<file path="src/rtl/sercom_pkg.sv">
package sercom_pkg;

  typedef struct packed {
    logic ten;
    logic ren;
    logic ctse;
    logic pen;
    logic psel;
    logic sbrk;
    logic stop2;
    logic lben;
  } ctl0_t;

endpackage

</file>
<file path="src/rtl/sercom_regs.sv">
module sercom_regs
  import sercom_pkg::*;
(
  input  logic       clk,
  input  logic       rst_n,
  input  logic       wr,
  input  logic       sel,
  input  logic [7:0] wdata,
  output ctl0_t      ctl,
  output logic       mp_en
);

  logic running;
  assign running = ctl.ten | ctl.ren;

  always_ff @(posedge clk or negedge rst_n) begin
    if (!rst_n) begin
      ctl   <= '0;
      mp_en <= 1'b0;
    end else if (wr) begin
      if (running) begin
        // only the enables may change while the port runs
        if (!sel) begin
          ctl.ten <= wdata[7];
          ctl.ren <= wdata[6];
        end
      end else if (sel) begin
        mp_en <= wdata[0];
      end else begin
        ctl <= ctl0_t'(wdata);
      end
    end
  end

endmodule

</file>
<file path="src/rtl/sercom_tx.sv">
module sercom_tx #(
  parameter int DW  = 8,
  parameter int OVS = 16
) (
  input  logic          clk,
  input  logic          rst_n,
  input  logic          tick,
  input  logic          go,
  input  logic          pen,
  input  logic          psel,
  input  logic          stop2,
  input  logic          sbrk,
  input  logic          mp_en,
  input  logic          in_valid,
  output logic          in_ready,
  input  logic [DW-1:0] in_data,
  input  logic          in_mp,
  output logic          txd
);

  localparam int FW = DW + 4;
  localparam int LW = $clog2(FW + 1);
  localparam int CW = $clog2(OVS);
  localparam logic [CW-1:0] LAST = CW'(OVS - 1);

  logic [FW-1:0] sh, frame;
  logic [LW-1:0] left, nbits;
  logic [CW-1:0] cnt;
  logic          busy;

  assign busy     = (left != '0);
  assign in_ready = go && !busy;

  always_comb begin
    frame           = '1;
    frame[0]        = 1'b0;
    frame[DW:1]     = in_data;
    nbits           = LW'(DW + 2);
    if (mp_en) begin
      frame[DW+1] = in_mp;
      nbits       = nbits + 1'b1;
    end else if (pen) begin
      frame[DW+1] = (^in_data) ^ psel;
      nbits       = nbits + 1'b1;
    end
    if (stop2) nbits = nbits + 1'b1;
  end

  always_ff @(posedge clk or negedge rst_n) begin
    if (!rst_n) begin
      sh   <= '1;
      left <= '0;
      cnt  <= '0;
    end else if (in_valid && in_ready) begin
      sh   <= frame;
      left <= nbits;
      cnt  <= '0;
    end else if (busy && tick) begin
      if (cnt == LAST) begin
        cnt  <= '0;
        sh   <= {1'b1, sh[FW-1:1]};
        left <= left - 1'b1;
      end else begin
        cnt <= cnt + 1'b1;
      end
    end
  end

  assign txd = sbrk ? 1'b0 : (busy ? sh[0] : 1'b1);

endmodule

</file>
<file path="src/rtl/sercom_rx.sv">
module sercom_rx #(
  parameter int DW  = 8,
  parameter int OVS = 16
) (
  input  logic          clk,
  input  logic          rst_n,
  input  logic          tick,
  input  logic          en,
  input  logic          line,
  input  logic          pen,
  input  logic          psel,
  input  logic          mp_en,
  output logic          done,
  output logic [DW-1:0] dout,
  output logic          mpb,
  output logic          perr
);

  localparam int CW = $clog2(OVS);
  localparam int XW = $clog2(DW + 3);
  localparam int IW = (DW > 1) ? $clog2(DW) : 1;
  localparam logic [CW-1:0] LAST = CW'(OVS - 1);
  localparam logic [CW-1:0] HALF = CW'(OVS / 2 - 1);
  localparam logic [XW-1:0] DWI  = XW'(DW);

  typedef enum logic [1:0] {S_IDLE, S_START, S_BITS} rx_st_t;

  rx_st_t        st;
  logic [CW-1:0] cnt;
  logic [XW-1:0] idx;
  logic [DW-1:0] dreg;
  logic          xb;
  logic          extra;

  assign extra = mp_en | pen;

  always_ff @(posedge clk or negedge rst_n) begin
    if (!rst_n) begin
      st   <= S_IDLE;
      cnt  <= '0;
      idx  <= '0;
      dreg <= '0;
      xb   <= 1'b0;
      done <= 1'b0;
      dout <= '0;
      mpb  <= 1'b0;
      perr <= 1'b0;
    end else begin
      done <= 1'b0;
      if (!en) begin
        st <= S_IDLE;
      end else if (tick) begin
        unique case (st)
          S_IDLE: if (!line) begin
            st  <= S_START;
            cnt <= CW'(1);
          end
          S_START: begin
            if (cnt == HALF) begin
              cnt <= '0;
              idx <= '0;
              st  <= line ? S_IDLE : S_BITS;
            end else begin
              cnt <= cnt + 1'b1;
            end
          end
          S_BITS: begin
            if (cnt == LAST) begin
              cnt <= '0;
              idx <= idx + 1'b1;
              if (idx < DWI) begin
                dreg[idx[IW-1:0]] <= line;
              end else if (extra && idx == DWI) begin
                xb <= line;
              end else begin
                st   <= S_IDLE;
                done <= 1'b1;
                dout <= dreg;
                mpb  <= mp_en & xb;
                perr <= pen & ~mp_en & (xb ^ (^dreg) ^ psel);
              end
            end else begin
              cnt <= cnt + 1'b1;
            end
          end
          default: st <= S_IDLE;
        endcase
      end
    end
  end

endmodule

</file>
<file path="src/rtl/sercom_mp.sv">
module sercom_mp
  import sercom_pkg::*;
#(
  parameter int DW   = 8,
  parameter int OVS  = 16,
  parameter int SYNC = 2
) (
  input  logic          clk,
  input  logic          rst_n,
  input  logic          baud_tick,
  input  logic          cfg_wr,
  input  logic          cfg_sel,
  input  logic [7:0]    cfg_wdata,
  output logic [7:0]    cfg_q,
  output logic          mp_q,
  input  logic          tx_valid,
  output logic          tx_ready,
  input  logic [DW-1:0] tx_data,
  input  logic          tx_mpbit,
  output logic          rx_valid,
  input  logic          rx_ready,
  output logic [DW-1:0] rx_data,
  output logic [2:0]    rx_stat,
  input  logic          cts_n,
  input  logic          rxd,
  output logic          txd
);

  ctl0_t         ctl;
  logic          mp_en;
  logic          tx_go;
  logic          rx_line;
  logic          rx_done;
  logic [DW-1:0] rx_byte;
  logic          rx_mpb, rx_perr;
  logic [SYNC-1:0] sy;

  sercom_regs u_regs (
    .clk(clk), .rst_n(rst_n), .wr(cfg_wr), .sel(cfg_sel),
    .wdata(cfg_wdata), .ctl(ctl), .mp_en(mp_en)
  );

  assign cfg_q = ctl;
  assign mp_q  = mp_en;
  assign tx_go = ctl.ten && (!ctl.ctse || !cts_n);

  sercom_tx #(.DW(DW), .OVS(OVS)) u_tx (
    .clk(clk), .rst_n(rst_n), .tick(baud_tick), .go(tx_go),
    .pen(ctl.pen), .psel(ctl.psel), .stop2(ctl.stop2), .sbrk(ctl.sbrk),
    .mp_en(mp_en), .in_valid(tx_valid), .in_ready(tx_ready),
    .in_data(tx_data), .in_mp(tx_mpbit), .txd(txd)
  );

  genvar g;
  for (g = 0; g < SYNC; g++) begin : g_sync
    always_ff @(posedge clk or negedge rst_n) begin
      if (!rst_n) sy[g] <= 1'b1;
      else        sy[g] <= (g == 0) ? rxd : sy[(g == 0) ? 0 : g - 1];
    end
  end

  assign rx_line = ctl.lben ? txd : sy[SYNC-1];

  sercom_rx #(.DW(DW), .OVS(OVS)) u_rx (
    .clk(clk), .rst_n(rst_n), .tick(baud_tick), .en(ctl.ren),
    .line(rx_line), .pen(ctl.pen), .psel(ctl.psel), .mp_en(mp_en),
    .done(rx_done), .dout(rx_byte), .mpb(rx_mpb), .perr(rx_perr)
  );

  always_ff @(posedge clk or negedge rst_n) begin
    if (!rst_n) begin
      rx_valid <= 1'b0;
      rx_data  <= '0;
      rx_stat  <= '0;
    end else if (rx_done) begin
      rx_valid <= 1'b1;
      rx_data  <= rx_byte;
      rx_stat  <= {rx_perr, rx_mpb, rx_mpb};
    end else if (rx_valid && rx_ready) begin
      rx_valid <= 1'b0;
      rx_stat  <= '0;
    end
  end

endmodule

</file>
<file path="config.mk">
export PLATFORM = sky130hd
export DESIGN_NAME = sercom_mp
export DESIGN_NICKNAME = d
export VERILOG_FILES = /design/src/rtl/sercom_pkg.sv /design/src/rtl/sercom_regs.sv /design/src/rtl/sercom_tx.sv /design/src/rtl/sercom_rx.sv /design/src/rtl/sercom_mp.sv
export SDC_FILE = /design/constraint.sdc
export NUM_CORES = 1
export LEC_CHECK = 0
export BUFFER_PORTS_ARGS = -buffer_cell sky130_fd_sc_hd__buf_2
export CORE_MARGIN = 3
export CORE_UTILIZATION = 38
export CTS_CLUSTER_SIZE = 16
export DETAILED_ROUTE_END_ITERATION = 6
export PLACE_DENSITY_LB_ADDON = 0.1
export SYNTH_ARGS = -nofsm -noshare
export SYNTH_HDL_FRONTEND = slang
export SYNTH_SLANG_ARGS = --single-unit
</file>
<file path="constraint.sdc">
create_clock -name clk -period 5.15 [get_ports clk]
set_input_delay 0.2575 -clock clk [delete_from_list [all_inputs] [get_ports clk]]
set_output_delay 0.2575 -clock clk [all_outputs]
set_load 0.05 [all_outputs]
</file>
After elaboration in Yosys (flattened, before gate mapping)
Index checks and enable logic that the tools add are counted.
- memories kept: 0
- flip-flop bits (word level): 73
- output and inout port bits: 23
- bits in read-only memories: 0
- bits in writable memories: 0
- latch bits: 0
- bitwise gates (word level): 13
- divide/modulo/power cells: 0
- reductions and logical operators: 30
- equality and inequality tests: 15
- $add $sub $neg: 5
- muxes and demuxes: 49
- order comparisons: 3
- multiply operators: 0
- shifts and indexed selects: 0
- operators with widths (cell ; number):
    two-way mux 4 bit ; 13
    two-way mux 12 bit ; 3
    two-way mux 2 bit ; 10
    AND reduction 6 bit ; 3
    adder 4 x 1 -> 4 bit (second input constant) ; 4
    parity 8 bit ; 2
    two-way mux 1 bit ; 15
    == test 4 bit (second input constant) ; 3
    case mux 4 bit (3 select lines) ; 1
    AND reduction 5 bit ; 2
    != test 3 bit (second input constant) ; 3
    bitwise mux 8 bit ; 1
    two-way mux 8 bit ; 1
    case mux 4 bit (2 select lines) ; 1
    nonzero test 2 bit ; 4
    logical AND 1 bit ; 7
    two-way mux 3 bit ; 2
    != test 3 x 2 -> 1 bit (second input constant) ; 2
    case mux 2 bit (3 select lines) ; 1
    AND reduction 3 bit ; 2
    NOT 1 bit ; 5
    == test 4 x 3 -> 1 bit (second input constant) ; 1
    < comparator 3 x 4 -> 1 bit (second input constant) ; 1
    < comparator 4 bit (second input constant) ; 1
    17 further kinds ; 27

Logic depth before layout (Yosys ltp)
Gate-level depths: netlist (run 1).
- depth after elaboration: 9
- depth in mapped cells: 10
- mapped depth without buffers: 8

Modules after synthesis
From an unflattened synthesis (run 1), not the netlist that was laid out.
- cell total of the unflattened synthesis: 322
- area, all modules: 3585.9 um^2
- by module, submodules not included (module ; seq. area each (um^2) ; area each (um^2) ; cells each ; instances):
    sercom_rx ; 750.7 ; 1630.3 ; 151 ; 1
    sercom_tx ; 462.9 ; 1056.0 ; 118 ; 1
    sercom_mp ; 327.8 ; 530.5 ; 32 ; 1
    sercom_regs ; 225.2 ; 369.1 ; 21 ; 1

Least setup slack after synthesis (run 1)
No wires, ideal clock.
- kind: register -> register
- start point: register u_tx.left[0]
- end point: register u_rx.cnt[0]
- stages on the path, launching flop included: 8
- path buffers: 0
- arrival: 2.755 ns
- clock period less this slack: 2.880 ns
- slack: 2.270 ns
- library setup time: 0.125 ns
- path through: dfrtp_1 -> inv_1 -> ha_1 -> or3b_2 -> a21oi_1 -> mux2_2 -> a21boi_0 -> mux2_2
- cells in the longest elaborated chain, start to end: 6
- RTL lines (what ; RTL line ; text):
    start, declared ; sercom_tx.sv:27 ; logic [LW-1:0] left, nbits;
    start signal, assigned ; sercom_tx.sv:56 ; left <= nbits;
    start signal, assigned ; sercom_tx.sv:62 ; left <= left - 1'b1;
    nonzero test 4 bit ; sercom_tx.sv:31 ; assign busy = (left != '0);
    two-way mux 1 bit (2 in series) ; sercom_tx.sv:69 ; assign txd = sbrk ? 1'b0 : (busy ? sh[0] : 1'b1);
    via txd ; sercom_mp.sv:26 ; output logic txd
    two-way mux 1 bit ; sercom_mp.sv:62 ; assign rx_line = ctl.lben ? txd : sy[SYNC-1];
    != test 2 bit (no source line) ; n/a ;
    AND reduction 4 bit (no source line) ; n/a ;
    end signal, assigned ; sercom_rx.sv:64 ; cnt <= cnt + 1'b1;
    end signal, assigned ; sercom_rx.sv:83 ; cnt <= cnt + 1'b1;
    end, declared ; sercom_rx.sv:29 ; logic [CW-1:0] cnt;
The timed path passes the listed nets, and every way through them passes these cells.
A chain may end at the register's enable or synchronous reset.

Worst setup path after layout (run 1)
- start point: register u_tx.left[0]
- end point: register u_tx.left[2]
- cells in the longest elaborated chain, start to end: 6
- elaborated cells on any way between the ends: 12
- RTL lines (what):
    parallel branches: the longest is 6 deep, another holds subtractor 4 x 1 -> 4 bit
Parallel ways; which one is timed is not known. The select of a mux whose other input is x is not followed.

==> impl_metrics.py, run 1 <==
metrics = {
    "run_status": {
        "status": "complete, no violations",
    },
    "placed_design": {
        "dpl_worst_slack_ns": 2.32,
        "io_buffers": 48,
        "globalplace.congestion": 0.748,
        "hpwl_um": 4750,
        "place_area_sq_mm": 0.00376,
    },
    "sta": {
        "worst_pin_slew_ns": 0.881,
        "min_period_ns": 2.80,
        "drv_slew": 0,
        "finalSetupTns_ns": 0,
        "fin_hold_ws_ns": 0.115,
        "finalCritPeriodShare_pct": 54.3,
        "finClkSkew_ns": 0.00585,
        "final_hold_viol_count": 0,
        "rsz0062_at_grt": "no",
        "setup_viol": 0,
        "clock.fmax_mhz": 357,
        "slew_headroom_pct": 41.3,
        "worst_slack_ns": 2.35,
    },
    "synthesis": {
        "syn-num-nets": 366,
        "yosys.area.top_type": "dfrtp_1",
        "syn_area_sq_mm": 0.00347,
        "ys_types": 46,
        "async_reset_ff_share_pct": 100,
        "ys.flop_type": "dfrtp_1",
        "synth-edff-count": 0,
        "synth_area_per_cell_sq_um": 10.6,
        "synth.ff_latch_count": 70,
        "synth_top_area_share_pct": 41.8,
        "yosysMostFrequentCell": "dfrtp_1",
        "synthTopCellsByArea": "dfrtp_1 42%, mux2_2 10%, dfstp_2 9.1%",
        "netlist_instances": 328,
        "seq_area_frac_synth_pct": 50.9,
        "synth_top_cells_by_count": "58 x dfrtp_1, 50 x nand2_1, 32 x mux2_2",
        "ys_warn_count": 0,
    },
    "final_layout": {
        "syn2layout_area_growth_pct": 14.8,
        "num_antenna_cells": 0,
        "final_area_sq_mm": 0.00399,
        "nNetsFinal": 409,
        "drive_gt1_share_pct": 30.6,
        "fillCellCount": 848,
    },
    "setup_path": {
        "path_cells": "inv_1 > ha_1 > nor3b_1 > nand4_1 > nand2_1 > nand2_1 > mux2_2",
        "arrival_ns": 3.03,
        "path_max_fanout": 22,
        "path_buf_inv": 1,
        "setup.worst_path.start_class": "flip-flop",
        "slowest_delay_ns": 0.70,
        "crit_family": "simple AND/OR/NAND/NOR gates",
        "cp.required_ns": 5.38,
        "worst_path_max_delay_cell": "nand2_1",
        "crit_top_cell": "nand2_1",
        "crit_type": "flip-flop to flip-flop",
        "crit_path_end_kind": "flip-flop",
    },
    "route": {
        "ant_nets": 0,
        "dr.pass1.iters": 4,
        "drc_errors": 0,
        "wl_per_cell_um": 13.9,
        "dr.first_iter.drc_count": 74,
        "vias": 2422,
        "wirelength_um": 6730,
        "avgViaCountPerCell": 5.00,
    },
    "die": {
        "row_count": 34,
        "die_h_um": 102,
        "die_w_um": 102,
        "core_sq_mm": 0.00881,
        "fp.dieArea_sq_mm": 0.0103,
        "initial_core_util_pct": 39.4,
        "ios": 49,
    },
    "grt": {
        "grt_max_degree": 71,
        "antenna_found_initial": 0,
        "track_usage_pct": 14.5,
        "grt_pass1_wl_um": 11700,
        "overflow": 0,
        "grt_pass1_vias": 2381,
    },
    "clock_network": {
        "htreeDepth": 3,
        "cts_hold_buf": 1,
        "clock_path_buffers": 2,
        "clock_latency_ns": 0.34,
        "cts_num_sinks": 70,
        "numCtsBuffers": 9,
        "postCtsResizedCells": 0,
        "cts.clk_slew.worst_paths_ns": 0.08,
        "cts_setup_buffers": 0,
        "root_buffer": "clkbuf_8",
        "tritoncts": "built",
    },
    "power": {
        "vdd_ir_drop_max_uv": 203,
        "powerDensity_mw_per_mm2": 463,
        "p_leak_nw": 1.88,
    },
    "flow_run": {
        "drv_cap": 0,
    },
    "hold_path": {
        "hold_class": "input pin to async pin",
    },
}
## cell usage in the layout, fill, tap and decap left out, types with 3 or more instances in the layout
master / instances
a21oi_1: 9
a31oi_1: 13
a41oi_1: 3
and3_1: 3
buf_2: 48
clkbuf_8: 9
dfrtp_1: 58
dfstp_2: 12
ha_1: 12
inv_1: 16
mux2_2: 32
nand2_1: 50
nand3_1: 11
nand4_1: 3
nor2_1: 20
nor3_1: 7
o21ai_0: 9
xnor2_1: 14
xor2_1: 4
## metal layers
layer	routed length (um)	vias up	global-route usage, %	part of all wire, %
met5	0	-	0	0
li1	-	1219	-	-
met2	2850	45	21.5	42
met1	3500	1151	20.2	52
met3	296	7	4.89	4.4
met4	81	0	4.29	1.2
## per-stage QoR
step | total power [mW] | std cells | utilization, %
finish | 1.85 | 484 | 45.3
global route | 1.98 | 484 | 45.3
CTS | 1.87 | 484 | 45.3
detailed placement | 1.37 | 467 | 42.7
global placement | 1.37 | 467 | 42.7
floorplan | 1.24 | 328 | -
## registers in the layout (all words and copies together) (netlist names), 2 cells and up
| register | cells |
|---|---|
| rx_data | 8 |
| rx_stat | 2 |
| u_rx.dout | 8 |
| u_regs.ctl | 8 |
| u_rx.st | 2 |
| u_rx.dreg | 8 |
| u_rx.cnt | 4 |
| sy | 2 |
| u_tx.left | 4 |
| u_rx.idx | 4 |
| u_tx.sh | 10 |
| u_tx.cnt | 4 |
## layout make-up
cell class	instances	area [sq um]	area share, %
tap	108	135	3.39
timing repair buffer	50	258	6.46
multi-input combinational	223	1540	38.7
sequential	70	1770	44.3
clock inverter	7	97.6	2.45
clock buffer	9	124	3.11
inverter	17	63.8	1.60
## worst paths after layout
| kind | from | cells past startpoint | to | slack, ns |
|---|---|---|---|---|
| hold reg to reg | sy[0] | 0 | sy[1] | 0.36 |
| hold / removal | rst_n | 2 | rx_data[3] | 0.12 |
| max in group asynchronous | rst_n | 2 | u_tx.left[0] | 4.46 |
| setup reg to reg | u_tx.left[0] | 7 | u_tx.left[2] | 2.35 |
| min in group clk | cfg_wdata[5] | 2 | u_regs.ctl[5] | 0.14 |
| setup / recovery | u_tx.left[0] | 7 | u_tx.left[2] | 2.35 |
## report_power, final
part / internal [mW] / total, mW / switching [mW]
registers: 0.690 / 0.797 / 0.107
clock network: 0.274 / 0.488 / 0.214
logic: 0.207 / 0.562 / 0.355
total: 1.17 / 1.85 / 0.677
## cells by family (layout without fill, tap and decap cells)
kind of cell / Yosys count / in the layout / synth area share [%]
muxes: 35 / 35 / 11.4
and+or+nand+nor: 108 / 108 / 14.5
AOI/OAI and AO/OA: 49 / 49 / 9.08
xor gates and xnor gates: 19 / 19 / 5.19
DFF: 70 / 70 / 50.9
adders and majority gates: 12 / 12 / 4.32
buffers and inverters: 35 / 83 / 4.68
Power figures use the tool's default switching activity.
==> inputs of run 2 (changes only) <==
==> constraint.sdc (replaced) <==
create_clock -name clk -period 2.5 [get_ports clk]
set_input_delay 0.125 -clock clk [delete_from_list [all_inputs] [get_ports clk]]
set_output_delay 0.125 -clock clk [all_outputs]
set_load 0.05 [all_outputs]
==> run 2 against run 1 <==
Worst hold slack worse by 0.095 ns. Non-clock buffer count up 11. First-iteration DRC count up 23%. Global-route usage up 0.34 points. Power up 110%. Wire length up 4.1%. Worst setup slack worse by 2.1 ns. Combinational power up 120%. Clock-buffer cell count up 3. Clock power up 110%. Sequential power up 110%. Core utilization up 1.1 points. Highest routed layer unchanged.
==> impl_metrics.py, run 2 (synthesis gave the netlist of run 1 again) <==
metrics = {
    "power": {
        "clkPwrFrac_pct": 26.5,
        "power_frac_comb_pct": 31.3,
        "power.internal_mw": 2.50,
        "p_leak_nw": 1.94,
        "powerDensity_mw_per_mm2": 951,
        "p_sw_mw": 1.39,
        "sw_frac_of_total_pct": 35.7,
        "vdd_ir_drop_max_uv": 437,
        "p_seq_share_pct": 42.2,
        "power_mw": 3.89,
    },
    "placed_design": {
        "io_buffers": 48,
        "globalplace.congestion": 0.787,
        "place_area_sq_mm": 0.00384,
        "hpwl_um": 5120,
    },
    "setup_path": {
        "r2r-start": "u_tx.left[0]",
        "reg2reg_to": "u_rx.cnt[0]",
        "crit_type": "flip-flop to flip-flop",
        "crit_path_end_kind": "flip-flop",
        "path_max_fanout": 7,
        "arrival_ns": 2.48,
        "reg2reg_slack_ns": 0.24,
        "reg2reg_depth": 7,
        "endpoint": "u_rx.cnt[0]",
        "setup.worst_path.start_class": "flip-flop",
        "cp.required_ns": 2.72,
        "cp-startpoint": "u_tx.left[0]",
    },
    "clock_network": {
        "root_buffer": "clkbuf_8",
        "postCtsResizedCells": 0,
        "cts_num_sinks": 70,
        "cts.clk_slew.worst_paths_ns": 0.07,
        "htreeDepth": 3,
        "cts_setup_buffers": 0,
        "clock_latency_ns": 0.33,
        "numCtsBuffers": 9,
        "tritoncts": "built",
        "clock_path_buffers": 2,
    },
    "route": {
        "ant_nets": 0,
        "vias": 2517,
        "avgViaCountPerCell": 5.08,
        "dr.pass1.iters": 4,
        "dr.first_iter.drc_count": 91,
        "wirelength_um": 7010,
        "wl_per_cell_um": 14.2,
        "drc_errors": 0,
    },
    "grt": {
        "overflow": 0,
        "antenna_found_initial": 0,
        "grt_pass1_wl_um": 12200,
        "grt_pass1_vias": 2508,
        "track_usage_pct": 14.9,
        "grt_max_degree": 27,
    },
    "final_layout": {
        "largest_reg_flops": 10,
        "nNetsFinal": 420,
        "drive_gt1_share_pct": 32.0,
        "final_util_pct": 46.4,
        "final_common_cell": "dfrtp_1",
        "mostFrequentLayoutCells": "58 x dfrtp_1, 50 x nand2_1, 48 x buf_2",
        "top_register": "u_tx.sh",
        "syn2layout_area_growth_pct": 17.7,
        "final_area_sq_mm": 0.00409,
        "num_antenna_cells": 0,
    },
    "sta": {
        "drv_slew": 0,
        "final_hold_viol_count": 0,
        "finClkSkew_ns": 0.00655,
        "min_period_ns": 2.26,
        "finalCritPeriodShare_pct": 90.5,
        "fin_hold_ws_ns": 0.0204,
        "clock.fmax_mhz": 442,
        "rsz0062_at_grt": "no",
        "slew_headroom_pct": 49.8,
        "finalSetupTns_ns": 0,
        "setup_viol": 0,
        "worst_pin_slew_ns": 0.732,
    },
    "die": {
        "die_h_um": 102,
        "ios": 49,
        "initial_core_util_pct": 39.4,
        "die_w_um": 102,
        "core_sq_mm": 0.00881,
        "fp.dieArea_sq_mm": 0.0103,
        "row_count": 34,
    },
    "hold_path": {
        "hold_class": "input pin to flip-flop",
        "hp-start": "cfg_wdata[5]",
    },
    "flow_run": {
        "drv_cap": 0,
    },
    "run_status": {
        "status": "complete, no violations",
    },
}
## run 2: cell types whose count changed in the layout (fill, tap and decap cells not counted), sizes merged
cell and change:
clkinvlp -2, dlygate4sd3 +1, buf +10, clkbuf +3, inv -1
## run 2: final cells by class
type	instances	area, sq um
inverter	17	63.8
multi-input combinational	223	1550
clock buffer	12	155
timing repair buffer	61	343
clock inverter	4	68.8
sequential	70	1770
fill	857	4720
tap	108	135
## run 2: worst min-delay path by stage
stage / end / slack, ns / cells past startpoint
floorplan: rx_data[0] / -0.17 / 0
global placement: rx_data[0] / 0.17 / 1
detailed placement: rx_data[0] / 0.17 / 1
CTS: u_regs.ctl[1] / 0.007 / 2
global route: u_regs.ctl[1] / 0.01 / 2
finish: u_regs.ctl[5] / 0.02 / 2
## run 2: metal layers
| layer | share of wire (%) | GRT usage [%] | wire length [um] | up-vias |
|---|---|---|---|---|
| met5 | 0 | 0 | 0 | - |
| li1 | - | - | - | 1245 |
| met3 | 3.6 | 2.96 | 252 | 7 |
| met1 | 50 | 21.6 | 3500 | 1222 |
| met2 | 45 | 22.2 | 3180 | 43 |
| met4 | 1.1 | 4.70 | 78 | 0 |
## run 2: power by group through the flow
| stage | Clock [mW] | Sequential (mW) | Combinational, mW |
|---|---|---|---|
| floorplan | 0 | 1.66 | 0.912 |
| global placement | 0 | 1.65 | 1.21 |
| detailed placement | 0 | 1.66 | 1.22 |
| CTS | 1.07 | 1.64 | 1.23 |
| global route | 1.11 | 1.68 | 1.37 |
| finish | 1.03 | 1.64 | 1.22 |
## run 2: through the flow
step | instances | setup slack [ns]
2_1_floorplan | 328 | 0.162
3_3_place_gp | 477 | 0.300
3_5_place_dp | 477 | 0.256
4_1_cts | 495 | 0.242
5_1_grt | 495 | 0.107
6_report | 495 | 0.239
## run 2: what timing repair did
item	CTS	global route
hold endpoints to repair	25	0
hold buffers	2	0
setup endpoints to repair	0	0
## run 2: critical path: stages, from the launching register on
cell      delay, ns
dfrtp_1        0.35
inv_1          0.06
ha_1           0.21
or3b_2         0.25
a21oi_4        0.07
mux2_2         0.33
a21boi_0       0.49
mux2_2         0.39
